===== src/rtl/els_pkg.sv =====
package els_pkg;
  localparam int RATIO_W_D = 8;
  localparam int THR_W_D   = 16;
  localparam int STEP_W_D  = 8;
  localparam int CNT_W_D   = ((RATIO_W_D > STEP_W_D) ? RATIO_W_D : STEP_W_D) + 1;
  localparam int INT_W_D   = CNT_W_D + 1;
  localparam int ERR_W_D   = ((THR_W_D > INT_W_D) ? THR_W_D : INT_W_D) + 2;

  typedef enum logic [1:0] {
    ADJ_NONE  = 2'd0,
    ADJ_SHORT = 2'd1,
    ADJ_LONG  = 2'd2
  } adj_e;
endpackage


===== src/rtl/els_symbol_timer.sv =====
module els_symbol_timer
  import els_pkg::*;
#(
  parameter int RATIO_W = RATIO_W_D,
  parameter int STEP_W  = STEP_W_D,
  parameter int CNT_W   = CNT_W_D
) (
  input  logic               clk_i,
  input  logic               rst_ni,
  input  logic [RATIO_W-1:0] ratio_i,
  input  logic [STEP_W-1:0]  step_i,
  input  adj_e               adj_i,
  output logic [CNT_W-1:0]   cnt_o,
  output logic               early_o,
  output logic               sym_end_o
);
  logic [CNT_W-1:0] cnt_q, ratio_x, step_x, half_x, len;
  adj_e             adj_q;

  assign ratio_x = {{(CNT_W-RATIO_W){1'b0}}, ratio_i};
  assign step_x  = {{(CNT_W-STEP_W){1'b0}}, step_i};
  assign half_x  = ratio_x >> 1;

  always_comb begin
    unique case (adj_q)
      ADJ_SHORT: len = ratio_x - step_x;
      ADJ_LONG:  len = ratio_x + step_x;
      default:   len = ratio_x;
    endcase
  end

  // >= rather than == keeps the counter bounded if length shrinks under it
  assign sym_end_o = (cnt_q >= len - 1'b1);
  assign early_o   = (cnt_q < half_x);
  assign cnt_o     = cnt_q;

  always_ff @(posedge clk_i or negedge rst_ni) begin
    if (!rst_ni) begin
      cnt_q <= '0;
      adj_q <= ADJ_NONE;
    end else if (sym_end_o) begin
      cnt_q <= '0;
      adj_q <= adj_i;
    end else begin
      cnt_q <= cnt_q + 1'b1;
    end
  end
endmodule


===== src/rtl/els_gate_integ.sv =====
module els_gate_integ #(
  parameter int W = 10
) (
  input  logic                clk_i,
  input  logic                rst_ni,
  input  logic                en_i,
  input  logic                clr_i,
  input  logic                d_i,
  output logic signed [W-1:0] acc_o
);
  logic signed [W-1:0] acc_q;
  logic signed [W-1:0] one;

  assign one = W'(1);

  // acc_o already includes this cycle's sample
  always_comb begin
    acc_o = acc_q;
    if (en_i) acc_o = d_i ? acc_q + one : acc_q - one;
  end

  always_ff @(posedge clk_i or negedge rst_ni) begin
    if (!rst_ni)     acc_q <= '0;
    else if (clr_i)  acc_q <= '0;
    else             acc_q <= acc_o;
  end
endmodule


===== src/rtl/els_phase_acc.sv =====
module els_phase_acc
  import els_pkg::*;
#(
  parameter int INT_W = INT_W_D,
  parameter int THR_W = THR_W_D,
  parameter int ERR_W = ERR_W_D
) (
  input  logic                    clk_i,
  input  logic                    rst_ni,
  input  logic                    sym_end_i,
  input  logic signed [INT_W-1:0] early_i,
  input  logic signed [INT_W-1:0] late_i,
  input  logic [THR_W-1:0]        thr_i,
  output adj_e                    adj_o,
  output logic signed [ERR_W-1:0] err_o
);
  logic signed [ERR_W-1:0] err_q, e_x, l_x, thr_x, sum;

  function automatic logic signed [ERR_W-1:0] mag(input logic signed [ERR_W-1:0] v);
    return (v < 0) ? -v : v;
  endfunction

  assign e_x   = $signed({{(ERR_W-INT_W){early_i[INT_W-1]}}, early_i});
  assign l_x   = $signed({{(ERR_W-INT_W){late_i[INT_W-1]}}, late_i});
  assign thr_x = $signed({{(ERR_W-THR_W){1'b0}}, thr_i});
  assign sum   = err_q + mag(e_x) - mag(l_x);

  always_comb begin
    if (sum >= thr_x)       adj_o = ADJ_SHORT;
    else if (sum <= -thr_x) adj_o = ADJ_LONG;
    else                    adj_o = ADJ_NONE;
  end

  always_ff @(posedge clk_i or negedge rst_ni) begin
    if (!rst_ni)        err_q <= '0;
    else if (sym_end_i) err_q <= (adj_o == ADJ_NONE) ? sum : '0;
  end

  assign err_o = err_q;
endmodule


===== src/rtl/el_gate_sync.sv =====
module el_gate_sync
  import els_pkg::*;
#(
  parameter int RATIO_W = RATIO_W_D,
  parameter int THR_W   = THR_W_D,
  parameter int STEP_W  = STEP_W_D
) (
  input  logic               clk_i,
  input  logic               rst_ni,
  input  logic               data_i,
  input  logic [RATIO_W-1:0] ratio_i,
  input  logic [THR_W-1:0]   thr_i,
  input  logic [STEP_W-1:0]  step_i,
  output logic               dclk_o
);
  localparam int CNT_W = ((RATIO_W > STEP_W) ? RATIO_W : STEP_W) + 1;
  localparam int INT_W = CNT_W + 1;
  localparam int ERR_W = ((THR_W > INT_W) ? THR_W : INT_W) + 2;

  logic [CNT_W-1:0]        cnt;
  logic                    early, sym_end;
  adj_e                    adj;
  logic signed [ERR_W-1:0] err_q;
  logic signed [INT_W-1:0] gate_acc [2];

  els_symbol_timer #(.RATIO_W(RATIO_W), .STEP_W(STEP_W), .CNT_W(CNT_W)) u_timer (
    .clk_i, .rst_ni, .ratio_i, .step_i,
    .adj_i(adj), .cnt_o(cnt), .early_o(early), .sym_end_o(sym_end)
  );

  // index 0: early gate, index 1: late gate
  for (genvar g = 0; g < 2; g++) begin : g_gate
    els_gate_integ #(.W(INT_W)) u_integ (
      .clk_i, .rst_ni,
      .en_i ((g == 0) ? early : !early),
      .clr_i(sym_end),
      .d_i  (data_i),
      .acc_o(gate_acc[g])
    );
  end

  els_phase_acc #(.INT_W(INT_W), .THR_W(THR_W), .ERR_W(ERR_W)) u_acc (
    .clk_i, .rst_ni, .sym_end_i(sym_end),
    .early_i(gate_acc[0]), .late_i(gate_acc[1]),
    .thr_i, .adj_o(adj), .err_o(err_q)
  );

  assign dclk_o = early;
endmodule


===== config.mk =====
export PLATFORM = sky130hd
export DESIGN_NAME = el_gate_sync
export DESIGN_NICKNAME = d
export VERILOG_FILES = /design/src/rtl/els_pkg.sv /design/src/rtl/els_symbol_timer.sv /design/src/rtl/els_gate_integ.sv /design/src/rtl/els_phase_acc.sv /design/src/rtl/el_gate_sync.sv
export SDC_FILE = /design/constraint.sdc
export NUM_CORES = 1
export LEC_CHECK = 0
export ABC_AREA = 1
export BUFFER_PORTS_ARGS = -buffer_cell sky130_fd_sc_hd__buf_2
export CORE_MARGIN = 3
export CORE_UTILIZATION = 45
export DETAILED_ROUTE_END_ITERATION = 6
export PLACE_DENSITY = 0.61
export SLEW_MARGIN = 20
export SYNTH_ARGS = -nofsm -noshare
export SYNTH_HDL_FRONTEND = slang
export SYNTH_SLANG_ARGS = --single-unit

===== constraint.sdc =====
create_clock -name clk_i -period 13.5 [get_ports clk_i]
set_input_delay 2.7 -clock clk_i [delete_from_list [all_inputs] [get_ports clk_i]]
set_output_delay 2.7 -clock clk_i [all_outputs]
set_load 0.02 [all_outputs]

### Word level (Yosys, flattened, before mapping)

Index checks and enable logic that the tools add are counted.

| storage, ports and cells | value |
|---|---|
| bits in registers | 49 |
| bits of input ports | 35 |
| output and inout port bits | 1 |

| cells by class | value |
|---|---|
| add/sub/neg operators | 13 |
| magnitude comparators | 6 |
| eq/ne operators | 2 |
| mux-type cells | 13 |
| reductions and logical operators | 1 |

Operator list:

| kind | number |
|---|---|
| 2-to-1 mux 10 bit | 6 |
| 2-to-1 mux 18 bit | 3 |
| negation 10 -> 18 bit | 2 |
| adder 10 x 2 -> 10 bit, second input constant | 2 |
| less-than comparator 10 x 1 -> 1 bit, second input constant | 2 |
| subtractor 10 x 2 -> 10 bit, second input constant | 2 |
| adder 18 bit | 1 |
| >= comparator 18 x 17 -> 1 bit | 1 |
| less-or-equal comparator 18 bit | 1 |
| negation 16 -> 18 bit | 1 |
| one-hot mux 9 bit (2 select lines) | 1 |
| subtractor 18 bit | 1 |
| adder 8 x 8 -> 9 bit | 1 |
| adder 9 x 1 -> 9 bit, second input constant | 1 |
| >= comparator 9 bit | 1 |
| less-than comparator 9 x 7 -> 1 bit | 1 |
| 2-to-1 mux 9 bit | 1 |
| subtractor 8 x 8 -> 9 bit | 1 |
| subtractor 9 x 1 -> 9 bit, second input constant | 1 |
| 2-to-1 mux 2 bit | 2 |
| == test 2 x 1 -> 1 bit, second input constant | 1 |
| == test 2 bit, second input constant | 1 |
| zero test 2 bit | 1 |

### Logic depth before layout (Yosys ltp)

| depth | value |
|---|---|
| depth after elaboration | 12 |
| depth in mapped cells | 40 |
| gate-level depth less buffers | 39 |

### Cells and area by module

Synthesis repeated with hierarchy kept, for this count alone.

| second synthesis, totals | value |
|---|---|
| cell total of the unflattened synthesis | 1112 |
| area, all modules | 7453.4 um2 |

By module, submodules not included:

| module | times used | cells an instance | area each (um2) | sequential area each (um2) |
|---|---|---|---|---|
| els_phase_acc | 1 | 566 | 3824.9 | 450.4 |
| els_gate_integ | 2 | 138 | 925.9 | 250.2 |
| els_symbol_timer | 1 | 269 | 1773.0 | 275.3 |
| el_gate_sync | 1 | 1 | 3.8 | 0.0 |

### Least setup slack after synthesis

OpenSTA, ideal clock, no wires.

| timing path | value |
|---|---|
| kind | input port to flip-flop |
| from | in data_i |
| to | reg u_acc.err_q[10], in the netlist u_acc.err_o[10] |
| library setup time | 0.066 ns |
| arrival | 7.614 ns |
| required time | 13.434 ns |
| path slack | 5.820 ns |
| stages on the path | 34 |
| cell sequence | inv_1 -> ha_1 -> nand2_1 -> nand3_1 -> xor2_1 -> nand2_1 -> o21ai_1 -> nand2_1 -> nor2_4 -> inv_2 -> nand2_1 -> xor2_1 -> inv_1 -> fa_1 -> inv_1 -> ha_1 -> a21oi_1 -> nor2_1 -> nor2_1 -> nand2_1 -> a21oi_1 -> o21ai_0 -> xor2_1 -> ha_1 -> nand2_1 -> nor2_1 -> nand4_1 -> nor2_1 -> a211oi_1 -> nand3_2 -> a21oi_4 -> buf_6 -> nand4_1 -> nand2_1 |

| on the way | value |
|---|---|
| cells in the longest elaborated chain, start to end | 11 |

Ends and longest elaborated chain:

| item | RTL line | text |
|---|---|---|
| start, declared | el_gate_sync.sv:10 | `input logic data_i,` |
| 2-to-1 mux 10 bit (2 in series) | els_gate_integ.sv:19 | `if (en_i) acc_o = d_i ? acc_q + one : acc_q - one;` |
| negation 10 -> 18 bit / less-than comparator 10 x 1 -> 1 bit (equally long branches) | els_phase_acc.sv:20 | `return (v < 0) ? -v : v;` |
| 2-to-1 mux 18 bit | els_phase_acc.sv:20 |  |
| adder 18 bit | els_phase_acc.sv:26 | `assign sum = err_q + mag(e_x) - mag(l_x);` |
| subtractor 18 bit * | els_phase_acc.sv:26 |  |
| less-or-equal comparator 18 bit | els_phase_acc.sv:30 | `else if (sum <= -thr_x) adj_o = ADJ_LONG;` |
| 2-to-1 mux 2 bit | els_phase_acc.sv:30 |  |
| 2-to-1 mux 2 bit | els_phase_acc.sv:29 | `if (sum >= thr_x) adj_o = ADJ_SHORT;` |
| zero test 2 bit | els_phase_acc.sv:36 | `else if (sym_end_i) err_q <= (adj_o == ADJ_NONE) ? sum : '0;` |
| 2-to-1 mux 18 bit * | els_phase_acc.sv:36 |  |
| end signal, assigned | els_phase_acc.sv:36 |  |
| end, declared | els_phase_acc.sv:17 | `logic signed [ERR_W-1:0] err_q, e_x, l_x, thr_x, sum;` |

Mark *: on every way between the ends. The rest lies on a longest branch, timed or not.
A chain may end at the register's enable or synchronous reset.

### Final worst setup path

| timing path | value |
|---|---|
| from | in ratio_i[7] |
| to | reg u_acc.err_q[0], in the netlist u_acc.err_o[0] |

| on the way | value |
|---|---|
| cells in the longest elaborated chain, start to end | 11 |

Ends and longest elaborated chain:

| item | RTL line | text |
|---|---|---|
| start, declared | el_gate_sync.sv:11 | `input logic [RATIO_W-1:0] ratio_i,` |
| less-than comparator 9 x 7 -> 1 bit | els_symbol_timer.sv:34 | `assign early_o = (cnt_q < half_x);` |
| 2-to-1 mux 10 bit | els_gate_integ.sv:19 |  |
| negation 10 -> 18 bit / less-than comparator 10 x 1 -> 1 bit (equally long branches) | els_phase_acc.sv:20 |  |
| 2-to-1 mux 18 bit | els_phase_acc.sv:20 |  |
| adder 18 bit | els_phase_acc.sv:26 |  |
| subtractor 18 bit | els_phase_acc.sv:26 |  |
| less-or-equal comparator 18 bit | els_phase_acc.sv:30 |  |
| 2-to-1 mux 2 bit | els_phase_acc.sv:30 |  |
| 2-to-1 mux 2 bit | els_phase_acc.sv:29 |  |
| zero test 2 bit | els_phase_acc.sv:36 |  |
| 2-to-1 mux 18 bit | els_phase_acc.sv:36 |  |

Parallel ways exist; a longest one is shown, timed or not.

==> flow_metrics.env <==
export IMPL_status="complete, no violations"
export IMPL_firstDrtPassIters=4
export IMPL_clock_latency_ns=0.30
export IMPL_cts_resized=0
export IMPL_worstPathArrival_ns=8.89
export IMPL_holdPathStages=2
export IMPL_n_antenna_cell=0
export IMPL_criticalPathCategory="in -> reg"
export IMPL_cts_buffers_inserted=5
export IMPL_final_setup_skew_ns=0.00750
export IMPL_fin_crit_sh=0.641
export IMPL_io_pins=36
export IMPL_rows=44
export IMPL_crit_fanout=21
export IMPL_nNetsFinal=1218
export IMPL_cts_hold_buf=0
export IMPL_hold_path_class="reg -> reg"
export IMPL_die_h_microns=130
export IMPL_wl_microns=15200
export IMPL_worstMarginPinSlew_ns=0.653
export IMPL_grt_max_degree=50
export IMPL_dp_hpwl_microns=12800
export IMPL_place_congestion=0.897
export IMPL_crit_required_ns=13.74
export IMPL_startpoint_type="input pin"
export IMPL_rsz0062_at_grt="false"
export IMPL_synth_cell_type_count=45
export IMPL_port_buffers=35
export IMPL_seq_area_frac_synth=0.177
export IMPL_setup_tns_ns=0
export IMPL_postSynthAreaPerCell_sq_um=6.75
export IMPL_final_hold_viol_count=0
export IMPL_drv_slew=0
export IMPL_root_buffer="clkbuf_16"
export IMPL_min_period_ns=8.65
export IMPL_place_area_sq_um=7300
export IMPL_start_util=0.468
export IMPL_endpoint="u_acc.err_o[0]$_DFFE_PN0N_"
export IMPL_grt_first_pass_wirelength_microns=26400
export IMPL_regToRegSetupSlack_ns=6.96
export IMPL_synthCells=1024
export IMPL_yosys_warnings=0
export IMPL_rr_worst_depth=33
export IMPL_cts_tree="built"
export IMPL_max_clock_path_buffers=2
export IMPL_cts_max_level=2
export IMPL_grt_pass1_vias=5881
export IMPL_core_sq_um=14800
export IMPL_slew_headroom=0.565
export IMPL_synth_edf_count=0
export IMPL_drive_gt1_frac=0.0748
export IMPL_crit_slowest_cell="inv_2"
export IMPL_via_count=6234
export IMPL_syn_cell_area_sq_um=6910
export IMPL_overflow=0
export IMPL_max_freq_mhz=116
export IMPL_drtIter0Drc=254
export IMPL_layout_commonest_cell="nand2_1"
export IMPL_utilization=0.505
export IMPL_antenna_found_initial=0
export IMPL_rr_startpoint="u_timer.cnt_o[2]$_DFF_PN0_"
export IMPL_drc_errors=0
export IMPL_yosys_register_bits=49
export IMPL_r2r_end="u_acc.err_o[0]$_DFFE_PN0N_"
export IMPL_vias_per_cell=4.97
export IMPL_crit_start="ratio_i[7]"
export IMPL_ant_nets=0
export IMPL_crit_top_cell="nand2_1"
export IMPL_cpPeakStageDelay_ns=0.49
export IMPL_synthToLayoutAreaGrowth_pct=7.86
export IMPL_clk_pin_slew_worst_paths_ns=0.07
export IMPL_cts_sinks=49
export IMPL_track_usage=0.187
export IMPL_synthArstFlopShare=1.00
export IMPL_post_cts_setup_buffers=0
export IMPL_die_area_sq_um=16900
export IMPL_end_kind="flip-flop"
export IMPL_cap_violations=0
export IMPL_design_area_sq_um=7450
export IMPL_final_cell_mix="nand2_1 (268), inv_1 (172), nor2_1 (95)"
export IMPL_finalSetupViolations=0
export IMPL_die_w_microns=130
export IMPL_synth_flop_cell="dfrtp_1"
export IMPL_wl_per_cell_microns=12.1
## through the flow
step	hold WS, ns	cells	setup WS (ns)
2_1_floorplan	0.449	1036	5.82
3_5_place_dp	0.473	1246	4.48
3_3_place_gp	0.466	1246	4.50
4_1_cts	0.491	1254	4.77
5_1_grt	0.518	1254	4.18
6_report	0.488	1254	4.85
## state kept, by name, indices dropped and copies added (netlist names)
name / count
u_timer.cnt_o: 9
u_timer.adj_q: 2
u_acc.err_o: 18
g_gate.u_integ.acc_q: 20
## synthesized netlist by cell type (6+ instances only)
cell type,number,area share
nand2_1,268,0.15
inv_1,172,0.093
nor2_1,95,0.052
ha_1,94,0.17
a21oi_1,53,0.038
nand3_1,53,0.038
dfrtp_1,49,0.18
xor2_1,42,0.053
nand4_1,36,0.033
o21ai_0,34,0.025
fa_1,20,0.058
xnor2_1,18,0.023
nor3_1,9,0.0065
a21o_1,6,0.0065
nand2_2,6,0.0054
## metal layers
| layer | wire [microns] | share of wire | global-route usage |
|---|---|---|---|
| met4 | 127 | 0.0083 | 0.0312 |
| met5 | 0 | 0 | 0 |
| met1 | 7830 | 0.51 | 0.268 |
| met3 | 384 | 0.025 | 0.0151 |
| met2 | 6890 | 0.45 | 0.316 |
## kinds of logic after synthesis
logic type      share of synthesized area
compound gates                      0.102
simple gates                        0.304
fa+ha+maj                           0.228
flops                               0.177
xor+xnor                           0.0784
other cells                       0.00109
buf+inv                             0.108
## layout make-up
type,instances,area (sq um)
tap,184,230
fill,1529,7300
sequential,49,1230
timing repair buffer,38,198
multi-input combinational,799,4980
inverter,176,661
clock buffer,6,139
clock inverter,2,17.5
## worst min path at each step
stage	startpoint	endpoint	slack, ns
finish	u_acc.err_o[15]$_DFFE_PN0N_	u_acc.err_o[15]$_DFFE_PN0N_	0.49
global route	u_acc.err_o[4]$_DFFE_PN0N_	u_acc.err_o[4]$_DFFE_PN0N_	0.52
CTS	u_acc.err_o[4]$_DFFE_PN0N_	u_acc.err_o[4]$_DFFE_PN0N_	0.49
detailed placement	u_acc.err_o[4]$_DFFE_PN0N_	u_acc.err_o[4]$_DFFE_PN0N_	0.47
global placement	u_acc.err_o[4]$_DFFE_PN0N_	u_acc.err_o[4]$_DFFE_PN0N_	0.47
floorplan	u_acc.err_o[10]$_DFFE_PN0N_	u_acc.err_o[10]$_DFFE_PN0N_	0.45
## worst max-delay path: cells and delay by family
kind                       cells  cell delay (ns)
and+or+nand+nor               16             1.85
AOI/OAI and AO/OA              7             1.63
buffers and inverters          4             0.70
adders and majority gates      5             1.61
xor gates and xnor gates       1             0.35
Power is not shown: default switching activity piles up to over one toggle a cycle in this logic, so the estimate is an artifact.
